### src/rtl/ilen_pkg.sv
package ilen_pkg;
  localparam int BYTE_W = 8;
  localparam int LEN_W  = 3;
  localparam logic [BYTE_W-1:0] PAGE2_PREFIX = 8'h18;

  typedef enum logic [1:0] {
    KIND_FIXED,
    KIND_INDEXED,
    KIND_PREFIX,
    KIND_UNKNOWN
  } kind_e;

  typedef enum logic [1:0] {
    ST_OPC,
    ST_PG2,
    ST_POST,
    ST_TAIL
  } scan_st_e;

  typedef struct packed {
    kind_e             kind;
    logic [LEN_W-1:0]  len;
  } op_info_t;
endpackage

### src/rtl/ilen_optable.sv
module ilen_optable
  import ilen_pkg::*;
(
  input  logic              second_page,
  input  logic [BYTE_W-1:0] code,
  output op_info_t          info
);

  always_comb begin
    info.kind = KIND_UNKNOWN;
    info.len  = second_page ? LEN_W'(2) : LEN_W'(1);
    if (!second_page) begin
      case (code)
        8'h3F, 8'hA7, 8'h87, 8'hC7, 8'h08, 8'h09: begin
          info.kind = KIND_FIXED;
          info.len  = LEN_W'(1);
        end
        8'hC6, 8'h86, 8'hB7: begin
          info.kind = KIND_FIXED;
          info.len  = LEN_W'(2);
        end
        8'hFE, 8'hF6, 8'hCC, 8'hCE, 8'h04: begin
          info.kind = KIND_FIXED;
          info.len  = LEN_W'(3);
        end
        8'hA6, 8'hE6, 8'h60, 8'h6A, 8'hEE: begin
          info.kind = KIND_INDEXED;
          info.len  = LEN_W'(2);
        end
        PAGE2_PREFIX: begin
          info.kind = KIND_PREFIX;
          info.len  = LEN_W'(1);
        end
        default: ;
      endcase
    end else begin
      case (code)
        8'h06, 8'h16, 8'h17, 8'h0E, 8'h0F: begin
          info.kind = KIND_FIXED;
          info.len  = LEN_W'(2);
        end
        default: ;
      endcase
    end
  end

endmodule

### src/rtl/ilen_postbyte.sv
module ilen_postbyte (
  input  logic [2:0] top_bits,
  input  logic [1:0] mode_bits,
  output logic [1:0] extra
);

  localparam logic [2:0] WIDE_MARK = 3'b111;

  always_comb begin
    extra = 2'd0;
    if (top_bits == WIDE_MARK && !mode_bits[1]) begin
      extra = mode_bits[0] ? 2'd2 : 2'd1;
    end
  end

endmodule

### src/rtl/ilen_scanner.sv
module ilen_scanner
  import ilen_pkg::*;
#(
  parameter int ADDR_W = 16
) (
  input  logic              clk,
  input  logic              rst_n,
  input  logic              base_load,
  input  logic [ADDR_W-1:0] base_addr,
  input  logic              in_valid,
  input  logic [7:0]        in_data,
  output logic              in_ready,
  output logic              out_valid,
  input  logic              out_ready,
  output logic [7:0]        out_data,
  output logic [ADDR_W-1:0] out_addr,
  output logic              out_first,
  output logic              out_last,
  output logic [2:0]        out_len,
  output logic [ADDR_W-1:0] out_start,
  output logic              out_illegal
);

  localparam logic [LEN_W-1:0]  ONE   = LEN_W'(1);
  localparam logic [LEN_W-1:0]  TWO   = LEN_W'(2);
  localparam logic [ADDR_W-1:0] STEP  = ADDR_W'(1);

  scan_st_e          st_q, st_d;
  logic [LEN_W-1:0]  cnt_q, cnt_d;
  logic [LEN_W-1:0]  rem_q, rem_d;
  logic [ADDR_W-1:0] addr_q;
  logic [ADDR_W-1:0] start_q, start_d;

  logic              ov_q;
  logic [7:0]        od_q;
  logic [ADDR_W-1:0] oa_q, os_q;
  logic              of_q, ol_q, oill_q;
  logic [LEN_W-1:0]  olen_q;

  op_info_t          info;
  logic [1:0]        extra;
  logic              take, drain;
  logic              is_first, is_last, is_ill;
  logic [LEN_W-1:0]  run_len;

  assign in_ready = ~base_load & (~ov_q | out_ready);
  assign take     = in_valid & in_ready;
  assign drain    = ov_q & out_ready;

  ilen_optable u_table (
    .second_page (st_q == ST_PG2),
    .code        (in_data),
    .info        (info)
  );

  ilen_postbyte u_postbyte (
    .top_bits  (in_data[7:5]),
    .mode_bits (in_data[2:1]),
    .extra     (extra)
  );

  // next-state decode for the byte being offered
  always_comb begin
    st_d     = st_q;
    rem_d    = rem_q;
    is_last  = 1'b0;
    is_ill   = 1'b0;
    is_first = (st_q == ST_OPC);
    run_len  = cnt_q + ONE;
    start_d  = is_first ? addr_q : start_q;
    unique case (st_q)
      ST_OPC: begin
        unique case (info.kind)
          KIND_FIXED: begin
            if (info.len == ONE) begin
              is_last = 1'b1;
            end else begin
              st_d  = ST_TAIL;
              rem_d = info.len - ONE;
            end
          end
          KIND_INDEXED: st_d = ST_POST;
          KIND_PREFIX:  st_d = ST_PG2;
          default: begin
            is_last = 1'b1;
            is_ill  = 1'b1;
          end
        endcase
      end
      ST_PG2: begin
        if (info.kind == KIND_FIXED) begin
          if (info.len == TWO) begin
            is_last = 1'b1;
          end else begin
            st_d  = ST_TAIL;
            rem_d = info.len - TWO;
          end
        end else begin
          is_last = 1'b1;
          is_ill  = 1'b1;
        end
      end
      ST_POST: begin
        if (extra == 2'd0) begin
          is_last = 1'b1;
        end else begin
          st_d  = ST_TAIL;
          rem_d = LEN_W'(extra);
        end
      end
      default: begin
        if (rem_q == ONE) begin
          is_last = 1'b1;
        end else begin
          rem_d = rem_q - ONE;
        end
      end
    endcase
    if (is_last) begin
      st_d = ST_OPC;
    end
    cnt_d = is_last ? '0 : run_len;
  end

  // scan state registers
  always_ff @(posedge clk or negedge rst_n) begin
    if (!rst_n) begin
      st_q    <= ST_OPC;
      cnt_q   <= '0;
      rem_q   <= '0;
      addr_q  <= '0;
      start_q <= '0;
    end else if (base_load) begin
      st_q    <= ST_OPC;
      cnt_q   <= '0;
      addr_q  <= base_addr;
    end else if (take) begin
      st_q    <= st_d;
      cnt_q   <= cnt_d;
      rem_q   <= rem_d;
      addr_q  <= addr_q + STEP;
      start_q <= start_d;
    end
  end

  // output beat register
  always_ff @(posedge clk or negedge rst_n) begin
    if (!rst_n) begin
      ov_q <= 1'b0;
    end else if (take) begin
      ov_q <= 1'b1;
    end else if (drain) begin
      ov_q <= 1'b0;
    end
  end

  always_ff @(posedge clk or negedge rst_n) begin
    if (!rst_n) begin
      od_q   <= '0;
      oa_q   <= '0;
      os_q   <= '0;
      of_q   <= 1'b0;
      ol_q   <= 1'b0;
      oill_q <= 1'b0;
      olen_q <= '0;
    end else if (take) begin
      od_q   <= in_data;
      oa_q   <= addr_q;
      os_q   <= start_d;
      of_q   <= is_first;
      ol_q   <= is_last;
      oill_q <= is_ill;
      olen_q <= run_len;
    end
  end

  assign out_valid   = ov_q;
  assign out_data    = od_q;
  assign out_addr    = oa_q;
  assign out_start   = os_q;
  assign out_first   = of_q;
  assign out_last    = ol_q;
  assign out_illegal = oill_q;
  assign out_len     = olen_q;

endmodule

### config.mk
export PLATFORM = sky130hd
export DESIGN_NAME = ilen_scanner
export DESIGN_NICKNAME = d
export VERILOG_FILES = /design/src/rtl/ilen_pkg.sv /design/src/rtl/ilen_optable.sv /design/src/rtl/ilen_postbyte.sv /design/src/rtl/ilen_scanner.sv
export SDC_FILE = /design/constraint.sdc
export NUM_CORES = 1
export LEC_CHECK = 0
export BUFFER_PORTS_ARGS = -buffer_cell sky130_fd_sc_hd__buf_2
export CAP_MARGIN = 20
export CORE_ASPECT_RATIO = 1.1
export CORE_MARGIN = 3
export CORE_UTILIZATION = 45
export DETAILED_ROUTE_END_ITERATION = 8
export PLACE_DENSITY = 0.66
export SYNTH_ARGS = -nofsm -noshare
export SYNTH_HDL_FRONTEND = slang
export SYNTH_HIERARCHICAL = 1
export SYNTH_SLANG_ARGS = --single-unit
### constraint.sdc
create_clock -name clk -period 3.65 [get_ports clk]
set_input_delay 0.1825 -clock clk [delete_from_list [all_inputs] [get_ports clk]]
set_output_delay 0.1825 -clock clk [all_outputs]
set_load 0.005 [all_outputs]
==> flow_summary_export.csv, run 1 <==
group,metric,value,unit
yosys,synth_top_flop_cell,"dfrtp_1",
floorplan,row_count,37,
yosys,synth_top_family_by_area,"simple AND/OR/NAND/NOR gates",
cts,clockBufferDepth,2,
place,placed_cells,640,
cts,clock-sinks,87,
grt,globalRouteOverflowTotal,0,
layout,fin_cells,657,
layout,final_util,53.5,%
cts,clock_latency,0.36,ns
route,drc,0,
cts,post_cts_buffers,0,
worst_setup_path,worstReg2RegEnd,"rem_q[1]$_DFFE_PN0P_",
layout,syn2layout_area_growth,13.9,%
timing,period_share,83.0,%
worst_hold_path,hold_path_depth,3,
timing,maxSlewViolCount,0,
grt,grtUsageMet2,28.6,%
yosys,syn_nets,514,
timing,worst-slew-pin-transition,0.857,ns
floorplan,dieArea,11200,µm²
route,wl_per_cell,15.1,µm
floorplan,initial_core_util,47.0,%
floorplan,die_y,111,µm
worst_hold_path,min_to,"addr_q[7]$_DFFE_PN0N_",
worst_setup_path,reg2reg_from,"st_q[1]$_DFFE_PN0P_",
timing,setup_tns,0,ns
worst_setup_path,reg2reg_depth,11,
yosys,synth_top_area_share,48.6,%
layout,antennaDiodeCount,0,
pwr,intPower,1670,µW
worst_setup_path,critPathCaptureType,"flip-flop",
cts,cts_repair_resize_count,0,
timing,setup_ws,0.620,ns
job,cap_violations,0,
route,ant_nets,0,
worst_setup_path,start_kind,"flip-flop",
timing,skew,0.0104,ns
yosys,syn_area_per_cell,9.53,µm²
yosys,synthTopCellsByCount,"nand2_1 (130), dfrtp_1 (87), o21ai_0 (40)",
worst_setup_path,r2r_slack,0.62,ns
grt,use_met1,25.7,%
yosys,yosys_warnings,6,
timing,fmax,330,MHz
place,finalWeightedCongestion,0.801,
route,vias,3546,
worst_setup_path,critPathSlowestCell,"dfrtp_1",
floorplan,io_pins,77,
yosys,synth_area,4480,µm²
yosys,synth_adder_area_share,4.19,%
layout,nets,579,
place,pre_cts_slack,0.631,ns
worst_setup_path,cp_cell_sequence,"inv_1 -> ha_1 -> a221oi_2 -> nor2b_1 -> inv_1 -> ha_1 -> nor2b_1 -> o21ai_0 -> o2111ai_2 -> nor2_2 -> mux2_4",
yosys,yosys.area_share.simple,21.4,%
place,hpwl,6850,µm
cts,cts-root-buf,"clkbuf_8",
worst_setup_path,worstSetupPathType,"flip-flop to flip-flop",
yosys,synthTopCellsByArea,"dfrtp_1 (49%), nand2_1 (11%), o21ai_0 (4.5%)",
grt,grt_use_total,18.5,%
yosys,ys_async_sr_fraction,100,%
yosys,yosysTopAreaCell,"dfrtp_1",
pwr,combPwrFrac,18.6,%
grt,grt_most_used_layer,"met2",
timing,rsz0062_at_grt,"false",
timing,hold_viol_final,0,
yosys,synth_cells,470,
floorplan,die_w,101,µm
pwr,peakVddDrop,0.232,mV
grt,antenna_found_initial,0,
route,routed_wl,9900,µm
yosys,synth.mux.area_fraction,8.15,%
timing,setup_viol,0,
worst_setup_path,cp_slowest_stage_delay,0.42,ns
layout,layout-drive-gt1-share,22.8,%
pwr,clockPowerShare,29.9,%
status,status,"completed",
pwr,p_seq_share,51.6,%
yosys,seq_area_frac_synth,48.6,%
floorplan,core_area,9540,µm²
cts,path_clk_slew,0.09,ns
timing,max_slew_margin,42.9,%
yosys,synth_cell_types,54,
route,first_pass_iters,5,
worst_setup_path,crit_buf_inv,2,
worst_hold_path,min_from,"base_addr[7]",
worst_setup_path,crit_required,3.89,ns
cts,cts_tree,"built",
worst_hold_path,min_path_type,"primary input to flip-flop",
worst_setup_path,cp_data_arrival_time,3.27,ns
worst_setup_path,cp_top_family,"compound AO/OA/AOI/OAI gates",
route,viasPerCell,5.40,
cts,cts_made_buffers,9,
pwr,leakagePower,0.00260,µW
yosys,synth_xor_area_share,3.13,%
worst_setup_path,cp_max_fo,10,
cts,h-tree-depth,3,
grt,grt_max_degree,67,
timing,fin_crit,3.03,ns
grt,grt_pass1_wl,17000,µm
yosys,synth_seq_cells,87,
grt,global_route.usage.met3,3.52,%
pwr,switching_share,29.9,%
grt,grt_pass1_vias,3498,
pwr,power_density,467,nW/µm²
place,io_buffers,76,
yosys,synth_compound_area_share,9.75,%
pwr,p_switching,711,µW
route,drtIter0Drc,118,
yosys,synth_edf_count,0,
yosys,synth.most_common_cell,"nand2_1",
==> placed cells by master, fill, tap and decap left out, types with 2 or more instances in the layout <==
| cell | Yosys | layout |
|---|---|---|
| a211oi_1 | 3 | 3 |
| a21oi_1 | 11 | 11 |
| a221oi_1 | 2 | 2 |
| a2bb2oi_1 | 2 | 2 |
| a311oi_1 | 2 | 2 |
| a31oi_1 | 4 | 4 |
| and3_1 | 9 | 9 |
| and4_1 | 2 | 2 |
| buf_2 | 9 | 75 |
| buf_4 | 4 | 4 |
| clkbuf_8 | 0 | 10 |
| dfrtp_1 | 87 | 87 |
| ha_1 | 15 | 15 |
| inv_1 | 15 | 15 |
| inv_6 | 0 | 2 |
| mux2_2 | 16 | 16 |
| mux2i_1 | 17 | 17 |
| nand2_1 | 130 | 130 |
| nand2b_1 | 3 | 2 |
| nand2b_2 | 1 | 2 |
| nand3_1 | 4 | 4 |
| nand3b_1 | 2 | 2 |
| nand4_1 | 12 | 12 |
| nand4b_1 | 4 | 4 |
| nor2_1 | 12 | 12 |
| nor2b_1 | 6 | 6 |
| nor3_1 | 4 | 4 |
| nor3b_1 | 2 | 2 |
| o21ai_0 | 40 | 40 |
| or3_1 | 2 | 2 |
| xnor2_1 | 3 | 3 |
| xor2_1 | 13 | 13 |
==> state kept, by name, summed over array words and instances, names as in the netlist <==
name / flops
out_valid: 1
start_q: 16
addr_q: 16
out_addr: 16
rem_q: 3
st_q: 2
out_data: 8
out_illegal: 1
cnt_q: 3
out_first: 1
out_last: 1
out_len: 3
out_start: 16
==> metrics by stage <==
| stage | hold slack, ns | total power (µW) | cell area [µm²] |
|---|---|---|---|
| after floorplan | -0.113 | 1490 | 4480 |
| after global placement | 0.343 | 1680 | 4880 |
| after detailed placement | 0.352 | 1700 | 4880 |
| after CTS | 0.0158 | 2420 | 5100 |
| after global routing | 0.0177 | 2530 | 5100 |
| final | 0.0267 | 2380 | 5100 |
==> cell type report <==
class / count / area, µm²
timing repair buffer: 80 / 415
clock inverter: 6 / 77.6
tap: 117 / 146
multi-input combinational: 342 / 2090
inverter: 15 / 56.3
clock buffer: 10 / 138
sequential: 87 / 2180
fill: 896 / 4430
==> worst max-delay path by stage <==
stage                         from              endpoint  slack [ns]  cells past startpoint
6_report       st_q[1]$_DFFE_PN0P_  rem_q[1]$_DFFE_PN0P_        0.62                     11
5_1_grt        st_q[1]$_DFFE_PN0P_  rem_q[1]$_DFFE_PN0P_        0.36                     11
4_1_cts        st_q[1]$_DFFE_PN0P_  rem_q[1]$_DFFE_PN0P_        0.62                     11
3_5_place_dp   st_q[1]$_DFFE_PN0P_  rem_q[1]$_DFFE_PN0P_        0.63                     11
3_3_place_gp            in_data[6]  rem_q[1]$_DFFE_PN0P_        0.75                     12
2_1_floorplan  st_q[1]$_DFFE_PN0P_  rem_q[1]$_DFFE_PN0P_        0.97                     11
==> logic make-up (layout without fill, tap and decap cells) <==
kind of cell,count (synthesis),in the layout
AOI/OAI and AO/OA,72,72
xor gates and xnor gates,16,16
adders and majority gates,15,15
buffers and inverters,41,111
DFF,87,87
muxes,34,34
other,1,1
and+or+nand+nor,204,204
==> worst register-to-register path: stages (launching register included) <==
cell	delay, ns
dfrtp_1	0.42
inv_1	0.09
ha_1	0.31
a221oi_2	0.34
nor2b_1	0.30
inv_1	0.10
ha_1	0.21
nor2b_1	0.12
o21ai_0	0.30
o2111ai_2	0.23
nor2_2	0.18
mux2_4	0.31
==> timing repair <==
action	in CTS	in global routing
endpoints found under the setup margin	0	0
endpoints found under the hold margin	65	0
hold buffers	1	0
==> metal layers <==
layer  part of all wire, %  wire [µm]  up-vias
met3                   5.4        535       16
met4                   1.9        189        0
met1                    46       4600     1701
met5                     0          0        -
met2                    46       4570      103
li1                      -          -     1726
==> power by group through the flow <==
stage          sequential [µW]  combinational [µW]  clock, µW
2_1_floorplan             1230                 266          0
3_3_place_gp              1240                 435          0
3_5_place_dp              1250                 449          0
4_1_cts                   1230                 452        734
5_1_grt                   1260                 505        769
6_report                  1230                 442        711
(Power assumes the default switching activity.)
==> inputs of run 2 (changes only) <==
Clock period 3.65 ns to 3 ns, I/O delays scaled along.
==> run 2 against run 1 <==
Net effect:
- fmax is 9.7% higher
- routed wire length hardly changed
- die area stayed put
- utilization is 0.84 points higher
- critical path depth stayed put
- register-to-register slack worse by 0.38 ns
- cell area is 1.6% higher
- highest routed layer unchanged
==> flow_summary_export.csv, run 2 (synthesis gave the netlist of run 1 again) <==
group,metric,value,unit
route,wl_per_cell,14.9,µm
route,routed_wl,9900,µm
worst_setup_path,start_kind,"flip-flop",
grt,grt_pass1_vias,3550,
status,status,"completed",
layout,syn2layout_area_growth,15.7,%
cts,clock_latency,0.36,ns
worst_hold_path,min_path_type,"primary input to flip-flop",
place,finalWeightedCongestion,0.790,
timing,fmax,362,MHz
grt,grt_use_total,18.5,%
cts,path_clk_slew,0.10,ns
cts,clock-sinks,87,
grt,globalRouteOverflowTotal,0,
grt,grt_max_degree,88,
pwr,power_density,551,nW/µm²
place,placed_area,4900,µm²
layout,fin_cells,665,
route,drtIter0Drc,168,
layout,final_cell_mix,"nand2_1 (130), dfrtp_1 (87), buf_2 (75)",
route,first_pass_iters,4,
timing,setup_tns,0,ns
place,placed_cells,643,
timing,hold_viol_final,0,
place,hpwl,6910,µm
timing,setup_ws,0.239,ns
worst_setup_path,crit_required,3.24,ns
worst_setup_path,worstSetupPathType,"flip-flop to flip-flop",
job,cap_violations,0,
layout,layout-drive-gt1-share,23.5,%
layout,nets,587,
worst_setup_path,cp_data_arrival_time,3.00,ns
timing,maxSlewViolCount,0,
cts,clockBufferDepth,2,
pwr,leakagePower,0.00264,µW
place,io_buffers,76,
timing,fin_crit,2.76,ns
floorplan,die_y,111,µm
worst_setup_path,r2r_slack,0.24,ns
timing,setup_viol,0,
layout,n_fill_cell,901,
grt,grt_pass1_wl,17200,µm
worst_setup_path,cp_max_fo,5,
route,ant_nets,0,
route,viasPerCell,5.29,
floorplan,dieArea,11200,µm²
worst_setup_path,critPathCaptureType,"flip-flop",
cts,cts-root-buf,"clkbuf_8",
cts,cts_made_buffers,9,
cts,cts_tree,"built",
route,drc,0,
layout,final_common_cell,"nand2_1",
timing,skew,0.0142,ns
route,vias,3519,
grt,antenna_found_initial,0,
timing,period_share,92.0,%
cts,h-tree-depth,3,
layout,fin_area,5180,µm²
floorplan,row_count,37,
place,pre_cts_slack,0.0329,ns
pwr,peakVddDrop,0.303,mV
floorplan,io_pins,77,
layout,antennaDiodeCount,0,
floorplan,initial_core_util,47.0,%
floorplan,die_w,101,µm
timing,rsz0062_at_grt,"false",
cts,post_cts_buffers,0,
floorplan,core_area,9540,µm²
pwr,power,2860,µW
run 2: per-stage QoR:
stage / utilization, % / hold slack (ns)
finish: 54.4 / 0.00675
global route: 54.4 / 0.000235
CTS: 53.9 / 0.000375
detailed placement: 51.4 / 0.368
global placement: 51.4 / 0.366
floorplan: - / -0.146
run 2: worst paths after layout:
path                       cells past startpoint                     from                      end
max                                           11      st_q[1]$_DFFE_PN0P_     rem_q[1]$_DFFE_PN0P_
min in group asynchronous                      2                    rst_n    out_valid$_DFFE_PN0P_
max in group asynchronous                      3                    rst_n  start_q[15]$_DFFE_PN0P_
min reg2reg                                    2  out_addr[3]$_DFFE_PN0P_  out_addr[3]$_DFFE_PN0P_
max reg2reg                                   11      st_q[1]$_DFFE_PN0P_     rem_q[1]$_DFFE_PN0P_
min                                            3             base_addr[6]    addr_q[6]$_DFFE_PN0N_
run 2: power by group:
part	leakage, µW	switching, µW	internal, µW
clock network	0.0000979	483	328
logic	0.00145	288	259
registers	0.00109	132	1360
run 2: cell type report:
class	instances	area, µm²	share of cell area, %
Clock inverter	7	77.6	1.50
Timing Repair Buffer	88	505	9.75
Tap cell	117	146	2.82
Inverter	15	56.3	1.09
Clock buffer	9	124	2.39
Multi-Input combinational cell	342	2100	40.5
Sequential cell	87	2180	42.0
run 2: critical path, stage by stage (launching register included):
cell and delay [ns]:
dfrtp_1 0.42, inv_1 0.09, ha_1 0.21, a221oi_2 0.32, nor2b_2 0.28, inv_1 0.08
ha_1 0.19, nor2b_1 0.12, o21ai_1 0.26, o2111ai_2 0.22, nor2_2 0.17, mux2_4 0.31
run 2: per-layer routing:
metal / part of all wire [%] / track usage, % / routed length (µm)
met4: 1.4 / 4.96 / 135
met2: 48 / 29.5 / 4770
met5: 0 / 0 / 0
met1: 46 / 26.1 / 4580
met3: 4.2 / 3.15 / 416
run 2: what timing repair did:
action / 4_1_cts / 5_1_grt
hold buffers: 4 / 1
hold endpoints to repair: 4 / 32
resized for setup: 0 / 5
endpoints found under the setup margin: 0 / 9
==> inputs of run 3 (changes only) <==
Settings changed: CORE_MARGIN 3 to 2, HOLD_SLACK_MARGIN set to 0.03, PLACE_DENSITY 0.66 to 0.75.
==> run 3 against run 2 <==
Net effect:
- critical path depth unchanged
- die area down 3.7%
- non-clock buffer count up 11
- largest cell class unchanged
==> flow_summary_export.csv, run 3 (synthesis gave the netlist of run 1 again) <==
group,metric,value,unit
cts,cts_made_buffers,9,
timing,fin_crit,2.74,ns
place,finalWeightedCongestion,0.898,
worst_setup_path,crit_required,3.23,ns
worst_setup_path,critPathCaptureType,"flip-flop",
worst_setup_path,cp_slowest_stage_delay,0.41,ns
cts,clock_latency,0.36,ns
layout,n_fill_cell,887,
route,first_pass_iters,4,
layout,final_cell_mix,"nand2_1 (130), dfrtp_1 (87), buf_2 (75)",
worst_setup_path,cp_cell_sequence,"inv_1 -> ha_1 -> a221oi_4 -> nor2b_2 -> inv_1 -> ha_1 -> nor2b_1 -> o21ai_1 -> o2111ai_2 -> nor2_2 -> mux2_4",
layout,layout-drive-gt1-share,22.7,%
worst_setup_path,critPathSlowestCell,"dfrtp_1",
layout,nets,598,
job,cap_violations,0,
timing,setup_ws,0.257,ns
route,wl_per_cell,14.6,µm
worst_setup_path,worstSetupPathType,"flip-flop to flip-flop",
timing,hold_viol_final,0,
layout,syn2layout_area_growth,18.4,%
place,io_buffers,76,
timing,max_slew_margin,61.8,%
timing,rsz0062_at_grt,"false",
grt,grt_use_total,19.1,%
route,drtIter0Drc,226,
floorplan,row_count,38,
cts,path_clk_slew,0.09,ns
worst_setup_path,cp_max_fo,5,
status,status,"completed",
place,hpwl,6840,µm
cts,clock-sinks,87,
route,ant_nets,0,
route,viasPerCell,5.28,
timing,skew,0.00929,ns
grt,antenna_found_initial,0,
route,drc,0,
worst_setup_path,cp_data_arrival_time,2.98,ns
cts,clockBufferDepth,2,
floorplan,io_pins,77,
timing,fmax,365,MHz
place,pre_cts_slack,0.0699,ns
layout,final_common_cell,"nand2_1",
grt,grt_pass1_wl,16500,µm
pwr,leakagePower,0.00269,µW
floorplan,initial_core_util,45.7,%
floorplan,core_area,9790,µm²
timing,period_share,91.4,%
worst_setup_path,start_kind,"flip-flop",
route,vias,3583,
floorplan,die_y,109,µm
floorplan,dieArea,10800,µm²
grt,grt_pass1_vias,3494,
timing,setup_tns,0,ns
route,routed_wl,9920,µm
layout,final_util,54.2,%
timing,maxSlewViolCount,0,
worst_hold_path,min_path_type,"primary input to flip-flop",
pwr,power_density,534,nW/µm²
timing,setup_viol,0,
cts,cts_tree,"built",
pwr,peakVddDrop,0.237,mV
grt,globalRouteOverflowTotal,0,
grt,grt_max_degree,88,
floorplan,die_w,99.1,µm
cts,cts-root-buf,"clkbuf_8",
layout,antennaDiodeCount,0,
timing,worst-slew-pin-transition,0.573,ns
timing,whs,0.0879,ns
cts,h-tree-depth,3,
## run 3: worst max-delay path: cells and delay by family, from the launching register on
kind            cells  cell delay, ns
compound gates      3            0.70
fa+ha+maj           2            0.47
buf+inv             2            0.17
flops               1            0.41
mux                 1            0.31
simple gates        3            0.57
## run 3: where the power goes
group	leakage (µW)	internal, µW	total (µW)	switching, µW
clock network	0.0000967	349	771	422
registers	0.00109	1360	1500	132
logic	0.00150	271	569	298
## run 3: path summary, 6_finish.rpt
path,start,end,slack [ns],depth (start not counted)
worst min-delay path,in_data[1],out_data[1]$_DFFE_PN0P_,0.09,3
worst min register to register,out_addr[12]$_DFFE_PN0P_,out_addr[12]$_DFFE_PN0P_,0.48,2
min in group asynchronous,rst_n,out_addr[10]$_DFFE_PN0P_,0.17,2
worst max-delay path,st_q[1]$_DFFE_PN0P_,rem_q[1]$_DFFE_PN0P_,0.26,11
max in group asynchronous,rst_n,out_len[2]$_DFFE_PN0P_,2.21,3
worst max register to register,st_q[1]$_DFFE_PN0P_,rem_q[1]$_DFFE_PN0P_,0.26,11
## run 3: final cells by class
| type | instances | area, µm² | share of cell area [%] |
|---|---|---|---|
| multi-input cells | 342 | 2110 | 39.8 |
| clock inverters | 4 | 27.5 | 0.519 |
| clock buffers | 12 | 155 | 2.92 |
| inverters | 15 | 56.3 | 1.06 |
| flip-flops and latches | 87 | 2180 | 41.0 |
| well taps | 120 | 150 | 2.83 |
| repair buffers | 99 | 631 | 11.9 |
## run 3: per-stage QoR
step                power, µW  cell area [µm²]  cells
detailed placement       2070             4910    645
CTS                      2850             5260    678
global placement         2050             4910    645
floorplan                1820             4480    470
global route             3000             5310    679
finish                   2840             5310    679
## run 3: repair_timing
item / in CTS / in global routing
gates resized for setup: 0 / 6
setup buffers: 0 / 0
hold endpoints to repair: 31 / 0
endpoints found under the setup margin: 0 / 9
hold buffers: 17 / 0
## run 3: per-layer routing
metal / GRT usage (%) / share of wire, %
met5: 0 / 0
met4: 6.36 / 1.3
met3: 3.33 / 5.5
met2: 31.4 / 48
met1: 25.9 / 45
